**src/rtl/evlog_pkg.sv**
```systemverilog
package evlog_pkg;
    localparam int BOOT_W = 16;
    localparam int SEQ_W  = 16;
    localparam int TS_W   = 32;
    localparam int CODE_W = 16;
    localparam int SNAP_W = 16;
    localparam int BYTE_W = 8;

    localparam logic [BYTE_W-1:0] CLS_CFG  = 8'h09;
    localparam logic [BYTE_W-1:0] CLS_BAND = 8'h0A;

    typedef struct packed {
        logic [BOOT_W-1:0] boot;
        logic [SEQ_W-1:0]  seq;
        logic [TS_W-1:0]   ts;
        logic [BYTE_W-1:0] rail;
        logic [BYTE_W-1:0] cls;
        logic [CODE_W-1:0] code;
        logic [SNAP_W-1:0] snap;
        logic [BYTE_W-1:0] route;
    } rec_t;

    typedef enum logic [1:0] {
        ST_BOOT   = 2'd0,
        ST_RUN    = 2'd1,
        ST_COMMIT = 2'd2
    } ctl_state_t;
endpackage

```
**src/rtl/evlog_fifo.sv**
```systemverilog
module evlog_fifo
    import evlog_pkg::*;
#(
    parameter int DEPTH = 4
) (
    input  logic clk,
    input  logic rst_n,
    input  logic push,
    input  rec_t push_rec,
    input  logic pop,
    input  logic commit,
    output rec_t head_rec,
    output logic head_sync,
    output logic empty,
    output logic full
);
    localparam int AW = (DEPTH > 1) ? $clog2(DEPTH) : 1;
    localparam int CW = $clog2(DEPTH + 1);

    rec_t             mem [DEPTH];
    logic [DEPTH-1:0] sync_q;
    logic [AW-1:0]    wp_q, rp_q;
    logic [CW-1:0]    cnt_q;
    logic             pop_ok;

    assign empty     = (cnt_q == '0);
    assign full      = (cnt_q == CW'(DEPTH));
    assign pop_ok    = pop && !empty;
    assign head_rec  = mem[rp_q];
    assign head_sync = sync_q[rp_q];

    function automatic logic [AW-1:0] nxt(input logic [AW-1:0] p);
        return (p == AW'(DEPTH - 1)) ? '0 : p + AW'(1);
    endfunction

    always_ff @(posedge clk) begin
        if (push) mem[wp_q] <= push_rec;
    end

    always_ff @(posedge clk) begin
        if (!rst_n) begin
            sync_q <= '0;
            wp_q   <= '0;
            rp_q   <= '0;
            cnt_q  <= '0;
        end else begin
            if (commit) sync_q <= '1;
            if (push) begin
                sync_q[wp_q] <= 1'b0;
                wp_q         <= nxt(wp_q);
            end
            if (pop_ok) rp_q <= nxt(rp_q);
            cnt_q <= cnt_q + CW'(push) - CW'(pop_ok);
        end
    end

    AST_NO_OVERFLOW: assert property (@(posedge clk) disable iff (!rst_n)
        full |-> !push);
    AST_NEW_UNSYNCED: assert property (@(posedge clk) disable iff (!rst_n)
        (push && empty) |=> !head_sync);
    AST_COMMIT_MARKS: assert property (@(posedge clk) disable iff (!rst_n)
        (commit && !empty && !pop) |=> head_sync);
endmodule

```
**src/rtl/evlog_source.sv**
```systemverilog
module evlog_source
    import evlog_pkg::*;
#(
    parameter int RAIL_W = 2,
    parameter int BAND_N = 4
) (
    input  logic              clk,
    input  logic              rst_n,
    input  logic              run,
    input  logic              ev_valid,
    input  logic              ev_in_band,
    input  logic [RAIL_W-1:0] ev_rail,
    input  logic [BYTE_W-1:0] ev_class,
    input  logic [CODE_W-1:0] ev_code,
    input  logic [BYTE_W-1:0] ev_route,
    input  logic              cfg_wr,
    input  logic [RAIL_W-1:0] cfg_rail,
    input  logic [SNAP_W-1:0] cfg_value,
    output logic              fire,
    output logic [BYTE_W-1:0] o_rail,
    output logic [BYTE_W-1:0] o_cls,
    output logic [CODE_W-1:0] o_code,
    output logic [SNAP_W-1:0] o_snap,
    output logic [BYTE_W-1:0] o_route
);
    localparam int NRAIL = 1 << RAIL_W;
    localparam int BCW   = $clog2(BAND_N + 1);

    logic [NRAIL-1:0][SNAP_W-1:0] snap_q;
    logic [BCW-1:0]               band_q;
    logic fault_hit, band_hit, band_last, cfg_take, cfg_diff;

    assign fault_hit = run && ev_valid && !ev_in_band;
    assign band_hit  = run && ev_valid && ev_in_band;
    assign band_last = band_hit && (band_q == BCW'(BAND_N - 1));
    assign cfg_take  = run && cfg_wr && !ev_valid;
    assign cfg_diff  = cfg_take && (snap_q[cfg_rail] != cfg_value);
    assign fire      = fault_hit || band_last || cfg_diff;

    always_ff @(posedge clk) begin
        if (!rst_n) begin
            snap_q <= '0;
            band_q <= '0;
        end else begin
            for (int r = 0; r < NRAIL; r++) begin
                if (cfg_take && (cfg_rail == RAIL_W'(r))) snap_q[r] <= cfg_value;
            end
            if (band_last)     band_q <= '0;
            else if (band_hit) band_q <= band_q + BCW'(1);
        end
    end

    always_comb begin
        o_rail  = {{(BYTE_W-RAIL_W){1'b0}}, ev_rail};
        o_cls   = ev_class;
        o_code  = ev_code;
        o_snap  = snap_q[ev_rail];
        o_route = ev_route;
        if (cfg_diff) begin
            o_rail  = {{(BYTE_W-RAIL_W){1'b0}}, cfg_rail};
            o_cls   = CLS_CFG;
            o_code  = snap_q[cfg_rail];
            o_snap  = cfg_value;
            o_route = '0;
        end else if (band_last) begin
            o_cls  = CLS_BAND;
            o_code = CODE_W'(BAND_N);
        end
    end

    AST_CFG_IGNORED: assert property (@(posedge clk) disable iff (!rst_n)
        (cfg_wr && ev_valid) |=> $stable(snap_q));
    AST_BAND_BOUND: assert property (@(posedge clk) disable iff (!rst_n)
        band_q < BCW'(BAND_N));
endmodule

```
**src/rtl/evlog_recorder.sv**
```systemverilog
module evlog_recorder
    import evlog_pkg::*;
#(
    parameter int RAIL_W = 2,
    parameter int BAND_N = 4,
    parameter int DEPTH  = 4
) (
    input  logic              clk,
    input  logic              rst_n,
    input  logic [15:0]       boot_in,
    input  logic              ms_tick,
    input  logic              commit_req,
    input  logic              ev_valid,
    input  logic              ev_in_band,
    input  logic [RAIL_W-1:0] ev_rail,
    input  logic [7:0]        ev_class,
    input  logic [15:0]       ev_code,
    input  logic [7:0]        ev_route,
    input  logic              cfg_wr,
    input  logic [RAIL_W-1:0] cfg_rail,
    input  logic [15:0]       cfg_value,
    input  logic              rec_ready,
    output logic              rec_valid,
    output logic [15:0]       rec_boot,
    output logic [15:0]       rec_seq,
    output logic [31:0]       rec_ts,
    output logic [7:0]        rec_rail,
    output logic [7:0]        rec_class,
    output logic [15:0]       rec_code,
    output logic [15:0]       rec_snap,
    output logic [7:0]        rec_route,
    output logic              rec_sync,
    output logic              commit_ack,
    output logic [15:0]       drop_cnt
);
    ctl_state_t        state_q, state_d;
    logic [BOOT_W-1:0] boot_q;
    logic [SEQ_W-1:0]  seq_q;
    logic [TS_W-1:0]   ts_q;
    logic [15:0]       drop_q;
    logic              run, fire, full, empty, do_commit;
    rec_t              new_rec, head;

    // state register
    always_ff @(posedge clk) begin
        if (!rst_n) state_q <= ST_BOOT;
        else        state_q <= state_d;
    end

    // next state
    always_comb begin
        state_d = state_q;
        unique case (state_q)
            ST_BOOT:   state_d = ST_RUN;
            ST_RUN:    if (commit_req) state_d = ST_COMMIT;
            ST_COMMIT: state_d = ST_RUN;
            default:   state_d = ST_BOOT;
        endcase
    end

    // outputs of the state machine
    always_comb begin
        run        = 1'b1;
        do_commit  = 1'b0;
        unique case (state_q)
            ST_BOOT:   run = 1'b0;
            ST_RUN:    ;
            ST_COMMIT: do_commit = 1'b1;
            default:   run = 1'b0;
        endcase
    end
    assign commit_ack = do_commit;

    always_ff @(posedge clk) begin
        if (!rst_n) begin
            boot_q <= boot_in;
            seq_q  <= '0;
            ts_q   <= '0;
            drop_q <= '0;
        end else begin
            if (state_q == ST_BOOT) boot_q <= boot_q + BOOT_W'(1);
            if (ms_tick)            ts_q   <= ts_q + TS_W'(1);
            if (fire)               seq_q  <= seq_q + SEQ_W'(1);
            if (fire && full)       drop_q <= drop_q + 16'd1;
        end
    end

    evlog_source #(.RAIL_W(RAIL_W), .BAND_N(BAND_N)) u_src (
        .clk(clk), .rst_n(rst_n), .run(run),
        .ev_valid(ev_valid), .ev_in_band(ev_in_band), .ev_rail(ev_rail),
        .ev_class(ev_class), .ev_code(ev_code), .ev_route(ev_route),
        .cfg_wr(cfg_wr), .cfg_rail(cfg_rail), .cfg_value(cfg_value),
        .fire(fire), .o_rail(new_rec.rail), .o_cls(new_rec.cls),
        .o_code(new_rec.code), .o_snap(new_rec.snap), .o_route(new_rec.route)
    );

    assign new_rec.boot = boot_q;
    assign new_rec.seq  = seq_q;
    assign new_rec.ts   = ts_q;

    evlog_fifo #(.DEPTH(DEPTH)) u_fifo (
        .clk(clk), .rst_n(rst_n), .push(fire && !full), .push_rec(new_rec),
        .pop(rec_ready), .commit(do_commit), .head_rec(head),
        .head_sync(rec_sync), .empty(empty), .full(full)
    );

    assign rec_valid = !empty;
    assign rec_boot  = head.boot;
    assign rec_seq   = head.seq;
    assign rec_ts    = head.ts;
    assign rec_rail  = head.rail;
    assign rec_class = head.cls;
    assign rec_code  = head.code;
    assign rec_snap  = head.snap;
    assign rec_route = head.route;
    assign drop_cnt  = drop_q;

    AST_BOOT_STABLE: assert property (@(posedge clk) disable iff (!rst_n)
        (state_q != ST_BOOT) |=> $stable(boot_q));
    AST_SEQ_STEP: assert property (@(posedge clk) disable iff (!rst_n)
        fire |=> (seq_q == $past(seq_q) + SEQ_W'(1)));
    AST_SEQ_HOLD: assert property (@(posedge clk) disable iff (!rst_n)
        !fire |=> $stable(seq_q));
    AST_DROP_STEP: assert property (@(posedge clk) disable iff (!rst_n)
        (fire && full) |=> (drop_q == $past(drop_q) + 16'd1));
    AST_ACK_PULSE: assert property (@(posedge clk) disable iff (!rst_n)
        commit_ack |=> !commit_ack);
    AST_BOOT_QUIET: assert property (@(posedge clk) disable iff (!rst_n)
        (state_q == ST_BOOT) |-> !fire);
endmodule

```
**config.mk**
```make
export PLATFORM = sky130hd
export DESIGN_NAME = evlog_recorder
export DESIGN_NICKNAME = d
export VERILOG_FILES = /design/src/rtl/evlog_pkg.sv /design/src/rtl/evlog_fifo.sv /design/src/rtl/evlog_source.sv /design/src/rtl/evlog_recorder.sv
export SDC_FILE = /design/constraint.sdc
export NUM_CORES = 1
export LEC_CHECK = 0
export BUFFER_PORTS_ARGS = -buffer_cell sky130_fd_sc_hd__clkbuf_2
export CAP_MARGIN = 0
export CELL_PAD_IN_SITES_DETAIL_PLACEMENT = 1
export CELL_PAD_IN_SITES_GLOBAL_PLACEMENT = 1
export CORE_MARGIN = 5
export CORE_UTILIZATION = 30
export DETAILED_ROUTE_END_ITERATION = 7
export GPL_ROUTABILITY_DRIVEN = 0
export GPL_TIMING_DRIVEN = 0
export PLACE_DENSITY = 0.62
export SYNTH_ARGS = -nofsm -noshare
export SYNTH_HDL_FRONTEND = slang
export SYNTH_SLANG_ARGS = --single-unit
```
**constraint.sdc**
```tcl
create_clock -name clk -period 6.85 [get_ports clk]
set_clock_uncertainty 0.1 [all_clocks]
set_input_delay 2.055 -clock clk [delete_from_list [all_inputs] [get_ports clk]]
set_output_delay 2.055 -clock clk [all_outputs]
set_load 0.05 [all_outputs]
```
==> results.sh <==
export IMPL_avgViaCountPerCell=4.92
export IMPL_firstDrtPassIters=5
export IMPL_reg2reg_slack_ps=2670
export IMPL_final_setup_worst_slack_ps=748
export IMPL_leakagePower_nw=10.1
export IMPL_crit_family="buffers and inverters"
export IMPL_drt_initial_drc_count=792
export IMPL_synth_main_ff_cell="edfxtp_1"
export IMPL_max_slew_worst_pin_slew_ps=1400
export IMPL_syn_inst=1592
export IMPL_h_tree_depth=3
export IMPL_n_fill_cell=8510
export IMPL_critical_path_class="reg -> out"
export IMPL_async_flop_share_pct=0
export IMPL_cts_root_buf="clkbuf_16"
export IMPL_yosysMostFrequentCell="edfxtp_1"
export IMPL_synth_edf_count=472
export IMPL_antenna_found_initial=9
export IMPL_drive_gt1_share_pct=26.2
export IMPL_hold_path_cell_count=2
export IMPL_syn_area_per_cell_um2=15.7
export IMPL_post_drt_wl_per_cell_um=23.1
export IMPL_peakVddDrop_v=0.000139
export IMPL_status="finished clean"
export IMPL_path_buf_inv=4
export IMPL_hold_viol_final=0
export IMPL_vias=14800
export IMPL_cts_tree="yes"
export IMPL_post_cts_resized=0
export IMPL_rsz0062_at_grt="no"
export IMPL_port_buffers=203
export IMPL_utilization_pct=36.1
export IMPL_reg2regPathDepth=18
export IMPL_yosys_top_cells_count="472 x edfxtp_1, 215 x nand2_1, 147 x mux4_2"
export IMPL_syn_area_mm2=0.0250
export IMPL_cts_buffer_depth=3
export IMPL_worst_path_max_delay_cell="clkbuf_1"
export IMPL_fmax_mhz=164
export IMPL_synth_top_area_share_pct=56.8
export IMPL_synth_area_top_cells="edfxtp_1 57%, mux4_2 13%, dfxtp_1 12%"
export IMPL_multi_input_area_mm2=0.00739
export IMPL_drv_cap=0
export IMPL_hold_class="reg -> reg"
export IMPL_critPathMaxFanout=10
export IMPL_core_area_mm2=0.0822
export IMPL_wl_um=69500
export IMPL_row_count=105
export IMPL_synth_top_area_cell="edfxtp_1"
export IMPL_fin_nets=1972
export IMPL_min_period_over_period_pct=89.1
export IMPL_required_ps=4700
export IMPL_die_x_um=298
export IMPL_whs_ps=366
export IMPL_cpPeakStageDelay_ps=1080
export IMPL_clk_latency_ps=610
export IMPL_drc=0
export IMPL_grt_max_degree=54
export IMPL_final_area_mm2=0.0297
export IMPL_crit_path_start_kind="flop"
export IMPL_critPathArrivalTime_ps=3950
export IMPL_slew_violations=0
export IMPL_ys_warn_count=0
export IMPL_grt_pass1_vias=16000
export IMPL_placed_area_mm2=0.0276
export IMPL_die_h_um=298
export IMPL_grt_pass1_wl_um=104000
export IMPL_r2r_start="u_src.snap_q[57]$_SDFFE_PN0P_"
export IMPL_grt_overflow=0
export IMPL_hold_end="u_src.snap_q[10]$_SDFFE_PN0P_"
export IMPL_seq_area_mm2=0.0171
export IMPL_finalSetupViolations=0
export IMPL_clk_pin_slew_ps=60
export IMPL_seq_area_frac_synth_pct=68.5
export IMPL_hold_start="u_src.snap_q[10]$_SDFFE_PN0P_"
export IMPL_syn_to_final_growth_pct=19.0
export IMPL_r2r_end="u_fifo.cnt_q[2]$_SDFF_PN0_"
export IMPL_cts_sinks=618
export IMPL_path_cells="clkbuf_1, clkbuf_1, buf_1, mux4_2, clkbuf_2"
export IMPL_ant_nets=0
export IMPL_fin_crit_ps=6100
export IMPL_grt_use_total_pct=15.4
export IMPL_ys_types=50
export IMPL_hpwl_um=46900
export IMPL_dieArea_mm2=0.0891
export IMPL_ys_seq_elements=618
export IMPL_postCtsSetupBuffers=0
export IMPL_end_kind="primary output"
export IMPL_cts_hold_buf=0
export IMPL_start_util_pct=30.4
export IMPL_maxSlewHeadroom_pct=6.60
export IMPL_cpMostUsedCell="clkbuf_1"
export IMPL_place_ws_ps=643
export IMPL_power_density_mw_per_mm2=352
export IMPL_cts_buffers_inserted=67
export IMPL_io_pins=215
-- kinds of logic (layout without fill, tap and decap cells) --
family / count (synthesis) / after routing / share of synthesized area, %
buffers and inverters: 112 / 447 / 2.06
AO/OA/AOI/OAI: 169 / 169 / 3.66
AND/OR/NAND/NOR: 439 / 439 / 8.22
XOR/XNOR: 54 / 54 / 1.89
other: 1 / 12 / 0.0150
multiplexers: 180 / 180 / 14.7
flip-flops: 618 / 618 / 68.5
adder cells (fa/ha/maj): 19 / 19 / 0.982
-- worst min-delay path, stage by stage (launching register included) --
cell and delay (ps):
dfxtp_1 310, nand2_1 50, a21oi_1 50
-- report_power, final --
group	internal, mW	switching [mW]	total, mW	leakage [nW]
registers	4.31	0.105	4.41	5.78
logic	0.741	1.81	2.55	3.26
clock network	1.96	1.52	3.48	1.02
-- state kept, by name, indices dropped and copies added (netlist names), named ones only --
| signal | count |
|---|---|
| u_fifo.mem | 456 |
| u_src.snap_q | 64 |
| ts_q | 32 |
| boot_q | 16 |
| drop_cnt | 16 |
| seq_q | 16 |
| u_fifo.sync_q | 4 |
| u_fifo.cnt_q | 3 |
| u_src.band_q | 3 |
| state_q | 2 |
| u_fifo.rp_q | 2 |
| u_fifo.wp_q | 2 |
-- through the flow --
step	instances	total power, mW	TNS (ps)
floorplan	1597	6.34	0
global placement	2870	7.06	-688530
detailed placement	2878	7.11	0
CTS	3002	10.6	0
global route	3002	10.9	0
finish	3008	10.5	0
-- layer usage --
| layer | up-vias | global-route usage (%) | wire length [um] | share of wire (%) |
|---|---|---|---|---|
| li1 | 6650 | - | - | - |
| met1 | 7679 | 19.5 | 28900 | 42 |
| met2 | 362 | 26.2 | 34700 | 50 |
| met3 | 98 | 3.92 | 4350 | 6.3 |
| met4 | 6 | 4.43 | 1530 | 2.2 |
| met5 | - | 0 | 54 | 0.078 |
-- cell usage in the layout (no fill, tap or decap), drive strengths merged, types with 8 or more instances in the layout --
cell type	count
edfxtp	472
clkbuf	352
nand2	215
mux4	147
dfxtp	146
a21oi	113
nor2	60
buf	43
o21ai	39
xnor2	28
xor2	26
nand4	25
nand3	25
clkinv	23
inv	22
and2	19
mux2	19
or3	18
ha	18
and3	17
nand2b	15
mux2i	14
nor2b	13
nor3	12
or4	8
-- how the worst max path moves through the flow --
stage               depth (start not counted)  slack [ps]                           to
detailed placement                         20         640   u_fifo.cnt_q[2]$_SDFF_PN0_
CTS                                         5         600                   rec_ts[23]
global placement                            8       -3140  u_fifo.mem[2][22]$_DFFE_PP_
global route                                5         590                   rec_ts[23]
floorplan                                   8         140   u_fifo.mem[2][0]$_DFFE_PP_
finish                                      5         750                   rec_ts[30]
-- final cells by class --
cell class	instances	share of cell area [%]
Sequential cell	618	57.5
Multi-Input combinational cell	867	24.9
Clock buffer	89	6.06
Tap cell	1070	4.51
Timing Repair Buffer	211	4.16
Buffer	95	1.52
Clock inverter	35	1.07
Inverter	17	0.215
Antenna cell	6	0.0505
Power figures use the tool's default switching activity.
